### src/rtl/sec_addr_pkg.sv
package sec_addr_pkg;
  typedef struct packed {
    logic start;
    logic stop;
    logic scl_rise;
  } bus_ev_t;
endpackage

### src/rtl/sec_bus_events.sv
module sec_bus_events
  import sec_addr_pkg::*;
(
  input  logic    clk_i,
  input  logic    rst_ni,
  input  logic    scl_i,
  input  logic    sda_i,
  output bus_ev_t ev_o
);
  logic scl_q, sda_q;

  // idle bus is high on both lines
  always_ff @(posedge clk_i or negedge rst_ni) begin
    if (!rst_ni) begin
      scl_q <= 1'b1;
      sda_q <= 1'b1;
    end else begin
      scl_q <= scl_i;
      sda_q <= sda_i;
    end
  end

  always_comb begin
    ev_o.start    = scl_q & scl_i & sda_q & ~sda_i;
    ev_o.stop     = scl_q & scl_i & ~sda_q & sda_i;
    ev_o.scl_rise = ~scl_q & scl_i;
  end
endmodule

### src/rtl/sec_frame_capture.sv
module sec_frame_capture
  import sec_addr_pkg::*;
#(
  parameter int FRAME_W = 8
) (
  input  logic               clk_i,
  input  logic               rst_ni,
  input  bus_ev_t            ev_i,
  input  logic               sda_i,
  output logic [FRAME_W-1:0] frame_o,
  output logic               done_o
);
  localparam int CNT_W = $clog2(FRAME_W + 1);
  localparam logic [CNT_W-1:0] LAST = CNT_W'(FRAME_W - 1);

  logic [FRAME_W-1:0] shift_q;
  logic [CNT_W-1:0]   cnt_q;
  logic               in_frame_q;
  logic               done_q;

  always_ff @(posedge clk_i or negedge rst_ni) begin
    if (!rst_ni) begin
      shift_q    <= '0;
      cnt_q      <= '0;
      in_frame_q <= 1'b0;
      done_q     <= 1'b0;
    end else begin
      done_q <= 1'b0;
      if (ev_i.start) begin
        cnt_q      <= '0;
        in_frame_q <= 1'b1;
      end else if (ev_i.stop) begin
        in_frame_q <= 1'b0;
      end else if (ev_i.scl_rise && in_frame_q) begin
        shift_q <= {shift_q[FRAME_W-2:0], sda_i};
        if (cnt_q == LAST) begin
          cnt_q      <= '0;
          in_frame_q <= 1'b0;  // only the first frame is compared
          done_q     <= 1'b1;
        end else begin
          cnt_q <= cnt_q + 1'b1;
        end
      end
    end
  end

  assign frame_o = shift_q;
  assign done_o  = done_q;
endmodule

### src/rtl/sec_flag_reg.sv
module sec_flag_reg (
  input  logic clk_i,
  input  logic rst_ni,
  input  logic master_i,
  input  logic start_i,
  input  logic set_i,
  input  logic rd_i,
  input  logic wr_i,
  input  logic wdata_i,
  output logic flag_o
);
  logic flag_q, armed_q, sw_clr;

  assign sw_clr = wr_i & ~wdata_i & armed_q;

  always_ff @(posedge clk_i or negedge rst_ni) begin
    if (!rst_ni) begin
      flag_q  <= 1'b0;
      armed_q <= 1'b0;
    end else begin
      if (wr_i || !flag_q) armed_q <= 1'b0;
      else if (rd_i)       armed_q <= 1'b1;

      if (master_i)     flag_q <= 1'b0;
      else if (start_i) flag_q <= 1'b0;
      else if (set_i)   flag_q <= 1'b1;  // set beats software clear
      else if (sw_clr)  flag_q <= 1'b0;
    end
  end

  assign flag_o = flag_q;
endmodule

### src/rtl/sec_addr_flag.sv
module sec_addr_flag
  import sec_addr_pkg::*;
#(
  parameter int ADDR_W = 7
) (
  input  logic              clk_i,
  input  logic              rst_ni,
  input  logic              scl_i,
  input  logic              sda_i,
  input  logic              master_i,
  input  logic              transmit_i,
  input  logic [ADDR_W-1:0] sec_addr_i,
  input  logic              sec_fmt_i,
  input  logic              rd_i,
  input  logic              wr_i,
  input  logic              wdata_i,
  output logic              flag_o,
  output logic              match_o
);
  localparam int FRAME_W = ADDR_W + 1;

  bus_ev_t            bus_ev;
  logic [FRAME_W-1:0] frame;
  logic               frame_done;
  logic               start_det;
  logic               addr_hit;
  logic               slave_rx;

  sec_bus_events u_events (
    .clk_i (clk_i),
    .rst_ni(rst_ni),
    .scl_i (scl_i),
    .sda_i (sda_i),
    .ev_o  (bus_ev)
  );

  sec_frame_capture #(.FRAME_W(FRAME_W)) u_capture (
    .clk_i  (clk_i),
    .rst_ni (rst_ni),
    .ev_i   (bus_ev),
    .sda_i  (sda_i),
    .frame_o(frame),
    .done_o (frame_done)
  );

  assign start_det = bus_ev.start;
  assign addr_hit  = (frame[FRAME_W-1:1] == sec_addr_i);
  assign slave_rx  = ~master_i & ~transmit_i;
  assign match_o   = frame_done & addr_hit & slave_rx & ~sec_fmt_i;

  sec_flag_reg u_flag (
    .clk_i   (clk_i),
    .rst_ni  (rst_ni),
    .master_i(master_i),
    .start_i (start_det),
    .set_i   (match_o),
    .rd_i    (rd_i),
    .wr_i    (wr_i),
    .wdata_i (wdata_i),
    .flag_o  (flag_o)
  );
endmodule

### config.mk
export PLATFORM = sky130hd
export DESIGN_NAME = sec_addr_flag
export DESIGN_NICKNAME = d
export VERILOG_FILES = /design/src/rtl/sec_addr_pkg.sv /design/src/rtl/sec_bus_events.sv /design/src/rtl/sec_frame_capture.sv /design/src/rtl/sec_flag_reg.sv /design/src/rtl/sec_addr_flag.sv
export SDC_FILE = /design/constraint.sdc
export NUM_CORES = 1
export LEC_CHECK = 0
export BUFFER_PORTS_ARGS = -buffer_cell sky130_fd_sc_hd__buf_4
export CORE_ASPECT_RATIO = 1.2
export CORE_MARGIN = 2
export CORE_UTILIZATION = 51
export DETAILED_ROUTE_END_ITERATION = 6
export PLACE_DENSITY = 0.76
export SYNTH_ARGS = -nofsm -noshare
export SYNTH_HDL_FRONTEND = slang
export SYNTH_SLANG_ARGS = --single-unit
### constraint.sdc
create_clock -name clk_i -period 1.75 [get_ports clk_i]
set_input_delay 0.0875 -clock clk_i [delete_from_list [all_inputs] [get_ports clk_i]]
set_output_delay 0.0875 -clock clk_i [all_outputs]
set_load 0.005 [all_outputs]
Word level (Yosys, flattened, before mapping) --
Index checks and enable logic that the tools add are counted.
Cells by class: multiplexer cells 18, reductions and logical operators 11, equality and inequality tests 3, add/subtract/negate cells 1, bitwise operators 21
Operators by type and width (count):
- $mux W4 | 4
- $mux W1 | 14
- $and A1 B1 Y1 | 12
- $not A1 Y1 | 9
- $eq A7 B7 Y1 | 1
- $reduce_bool A3 Y1 | 2
- $add A4 B1 Y4 const B | 1
- $eq A4 B3 Y1 const B | 1
- $reduce_and A2 Y1 | 2
- $reduce_bool A2 Y1 | 2
- $reduce_bool A4 Y1 | 1
- $reduce_and A3 Y1 | 1
- $ne A2 B1 Y1 const B | 1
- $logic_and A1 B1 Y1 | 1
- $logic_not A1 Y1 | 1
- $logic_or A1 B1 Y1 | 1
Storage, ports and cells: logic and storage cells 62, output and inout port bits 2, bits in registers 18, bits of input ports 17

Depth between registers and ports, before layout --
depth after elaboration 7, mapped depth 5, gate-level depth less buffers 5

Modules after synthesis --
A second synthesis with hierarchy kept.
Second synthesis, totals: cells, all modules 65, area, all modules 845.8 um^2
By module, submodules not included:
- sec_frame_capture | area each 584.3 um^2, cells an instance 42, instances 1, seq. area each 350.3 um^2
- sec_addr_flag | area each 92.6 um^2, cells an instance 11, instances 1, seq. area each 0.0 um^2
- sec_flag_reg | area each 90.1 um^2, cells an instance 7, instances 1, seq. area each 50.0 um^2
- sec_bus_events | area each 78.8 um^2, cells an instance 5, instances 1, seq. area each 52.6 um^2

Worst setup path after synthesis --
Ideal clock, no wire load.
path type register to register, start point register u_events.scl_q, end point register u_capture.shift_q[5] (netlist: u_capture.frame_o[5]), buffers on the path 1, library setup time 0.125 ns, slack 0.488 ns, period minus slack after synthesis 1.262 ns, stages on the path, launching flop included 4, data arrival time 1.136 ns, path through dfstp_2 nand3b_4 buf_6 mux2_4
Between the ends: longest elaborated chain between the ends 5
Ends and longest elaborated chain:
- from (decl) | line sec_bus_events.sv:10 | logic scl_q, sda_q;
- from (signal assigned) | line sec_bus_events.sv:18 | scl_q <= scl_i;
- $and A1 B1 Y1 | line sec_bus_events.sv:24, sec_bus_events.sv:25
- $and A1 B1 Y1 (on tied branches) (2 in a row) | line sec_bus_events.sv:24, sec_bus_events.sv:25
- $not A1 Y1 (no line)
- $reduce_and A3 Y1 (no line) *
- to (signal assigned) | line sec_frame_capture.sv:35 | shift_q <= {shift_q[FRAME_W-2:0], sda_i};
- to (decl) | line sec_frame_capture.sv:16 | logic [FRAME_W-1:0] shift_q;
Mark *: on every way between the ends. The rest lies on a longest branch, timed or not. A chain may end at the register's enable or synchronous reset.

Worst setup path after layout --
start point register u_capture.shift_q[5] (netlist: u_capture.frame_o[5]), end point output port match_o
Between the ends: longest elaborated chain between the ends 4
Ends and longest elaborated chain:
- $eq A7 B7 Y1 | line sec_addr_flag.sv:47 | assign addr_hit = (frame[FRAME_W-1:1] == sec_addr_i);
- $and A1 B1 Y1 (3 in a row) | line sec_addr_flag.sv:49 | assign match_o = frame_done & addr_hit & slave_rx & ~sec_fmt_i;
- to (decl) | line sec_addr_flag.sv:18 | output logic match_o
No other way between the ends.

==> flow_metrics.tcl <==
set metrics [dict create \
    rsz0062_at_grt "false" \
    cts_max_level 1 \
    row_count 16 \
    cp_max_fo 3 \
    period_needed_ns 1.36 \
    max_slew_margin 0.773 \
    hold_path.class "primary input to flop" \
    switching_share 0.286 \
    core_area_um2 1620 \
    synth_compound_area_frac 0.105 \
    clkPwrFrac 0.210 \
    yosys.area_share.simple 0.159 \
    pwr-share-comb 0.259 \
    drv_cap 0 \
    synth_seq_cells 18 \
    cts-root-buf "clkbuf_4" \
    gp_congestion 0.688 \
    syn2layout_area_growth_pct 25.6 \
    ios 19 \
    drc 0 \
    p_switching_mw 0.343 \
    antenna_cells 0 \
    clk_latency_ns 0.29 \
    grt_pass1_wl_um 2640 \
    dp_hpwl_um 1110 \
    slew_violations 0 \
    crit_required_ns 1.66 \
    initial_core_util 0.535 \
    die_area_um2 2050 \
    critPathSlowestCell "dfrtp_1" \
    final_net_count 117 \
    clock_path_buffers 2 \
    synth_top_family_by_area "simple AND/OR/NAND/NOR gates" \
    post-cts-setup-buffers 0 \
    power_density_nw_per_um2 1100 \
    arrival_ns 1.27 \
    drtIter0Drc 4 \
    first_pass_iters 4 \
    grt_max_degree 19 \
    r2r_cells 2 \
    drive_gt1_frac 0.347 \
    setup_tns_ns 0 \
    power_frac_seq 0.532 \
    status "finished clean" \
    synth-warning-count 0 \
    period_share 0.777 \
    worst_setup_path_end_kind "primary output" \
    grt_overflow 0 \
    yosysSeqAreaShare 0.522 \
    synth_mux_area_frac 0.0994 \
    cp-start-kind "flop" \
    grt_antenna_before_repair 0 \
    finalClockSkew_ns 0.000490 \
    path_cells "xnor2_1 -> nand4_1 -> nor2_2 -> buf_4" \
    worst_slack_ns 0.391 \
    synth_cell_type_count 28 \
    synth_adder_area_share 0.0144 \
    path_class "flop to primary output" \
    ctsResizeCount 0 \
    holdBufCountCts 4 \
    post-place-ws_ns 0.444 \
    numCtsBuffers 3 \
    die_h_um 49.2 \
    tightest_slew_ns 0.339 \
    finalHoldViolCount 0 \
    synth_area_um2 868 \
    syn-instance-count 73 \
    grt_pass1_vias 613 \
    via_per_inst 5.31 \
    die_x_um 41.7 \
    max_freq_mhz 736 \
    p_leak_nw 0.523 \
    intPower_mw 0.856 \
    finalWirelength_um 1500 \
    syn_avg_cell_area_um2 11.9 \
    path_clk_slew_ns 0.10 \
    portBuffers 18 \
    critical-path-max-stage-delay_ns 0.42 \
    worstHoldPathCells 3 \
    drtAntennaViolNets 0 \
    cts_tree "yes" \
    globalRouteTotalUtil 0.166 \
    ir_worst_vdd_uv 741 \
    wire_per_inst_um 12.9 \
    setup_viol 0 \
    num_vias 616 \
    synth_xor_area_frac 0.0706 \
    synth_nets 91 \
    cts_sinks 18 \
]
[final timing paths]
check                                            startpoint                          endpoint  slack, ns
max in group asynchronous                            rst_ni          u_events.scl_q$_DFF_PN1_       1.30
min reg2reg                u_capture.frame_o[0]$_DFFE_PN0P_  u_capture.frame_o[0]$_DFFE_PN0P_       0.50
max reg2reg                        u_events.scl_q$_DFF_PN1_  u_capture.frame_o[4]$_DFFE_PN0P_       0.44
max                        u_capture.frame_o[5]$_DFFE_PN0P_                           match_o       0.39
min in group asynchronous                            rst_ni    u_capture.cnt_q[2]$_DFFE_PN0P_       0.19
min                                                master_i         u_flag.flag_o$_DFFE_PN0P_       0.05
[power groups by stage]
stage	logic [mW]	clock network [mW]	registers [mW]
floorplan	0.243	0	0.621
global placement	0.296	0	0.642
detailed placement	0.307	0	0.645
CTS	0.315	0.262	0.638
global route	0.358	0.273	0.657
finish	0.310	0.251	0.637
[cell usage in the layout (no fill, tap or decap), types with 2 or more instances in the layout]
cell type and count:
nand2_1 6, mux2_2 4, dfstp_2 2, dfrtp_1 16, inv_1 4, nand4_1 2, nor2_1 3, nand3_1 2
dlygate4sd3_1 4, xnor2_1 7, o21ai_0 3, o21ai_1 5, buf_4 18, clkbuf_4 3, nor2b_1 2, mux2_4 2
[area by class of cell]
type                            count  area (µm²)
Inverter                            4        15.0
Fill cell                         127         531
Clock buffer                        4        36.3
Multi-Input combinational cell     50         389
Timing Repair Buffer               22         175
Tap cell                           18        22.5
Sequential cell                    18         453
[worst max-delay path, delay by kind of cell, from the launching register on]
family	cells	cell delay, ns
xor+xnor	1	0.16
buf+inv	1	0.12
flops	1	0.42
simple gates	2	0.28
[state kept, by name, summed over array words and instances (netlist names)]
name,flops
u_capture.in_frame_q,1
u_events.sda_q,1
u_capture.done_o,1
u_capture.cnt_q,4
u_capture.frame_o,8
u_flag.armed_q,1
u_events.scl_q,1
u_flag.flag_o,1
[Yosys cell counts, drive strengths merged]
| master | number | share of area |
|---|---|---|
| nand3 | 2 | 0.012 |
| nor3b | 1 | 0.0086 |
| nor3 | 1 | 0.0058 |
| dfstp | 2 | 0.061 |
| o221a | 1 | 0.013 |
| a22o | 1 | 0.010 |
| o31ai | 1 | 0.0086 |
| nand3b | 1 | 0.023 |
| o21ai | 8 | 0.046 |
| xnor2 | 7 | 0.071 |
| nand4 | 2 | 0.014 |
| nand2 | 6 | 0.026 |
| nand2b | 1 | 0.0072 |
| buf | 1 | 0.013 |
| ha | 1 | 0.014 |
| o21a | 1 | 0.0086 |
| mux2 | 7 | 0.099 |
| inv | 4 | 0.017 |
| o41ai | 1 | 0.019 |
| nor2 | 4 | 0.020 |
| nor4b | 1 | 0.017 |
| nor2b | 2 | 0.014 |
| dfrtp | 16 | 0.46 |
| and3b | 1 | 0.010 |
[cells by family (layout without fill, tap and decap cells)]
logic type / after synthesis / in the layout
xor+xnor: 7 / 7
flops: 18 / 18
simple gates: 22 / 22
mux: 7 / 7
buf+inv: 5 / 30
compound gates: 13 / 13
fa+ha+maj: 1 / 1
[per-layer routing]
| layer | share of wire | GRT usage |
|---|---|---|
| met5 | 0 | 0 |
| met2 | 0.53 | 0.292 |
| met3 | 0.037 | 0.0222 |
| met4 | 0.0093 | 0.0484 |
| met1 | 0.42 | 0.210 |
[through the flow]
step                      hold WS [ns]  total power, mW  cells  cell area [µm²]  utilization
final                           0.0530             1.20    116             1090        0.673
after global routing            0.0600             1.29    116             1090        0.673
after CTS                       0.0454             1.22    116             1090        0.673
after detailed placement       -0.0315            0.952    108             1010        0.626
after global placement         -0.0319            0.937    108             1010        0.626
after floorplan                 -0.208            0.863     73              868            -
No activity file was read; power rests on OpenSTA's default activity.
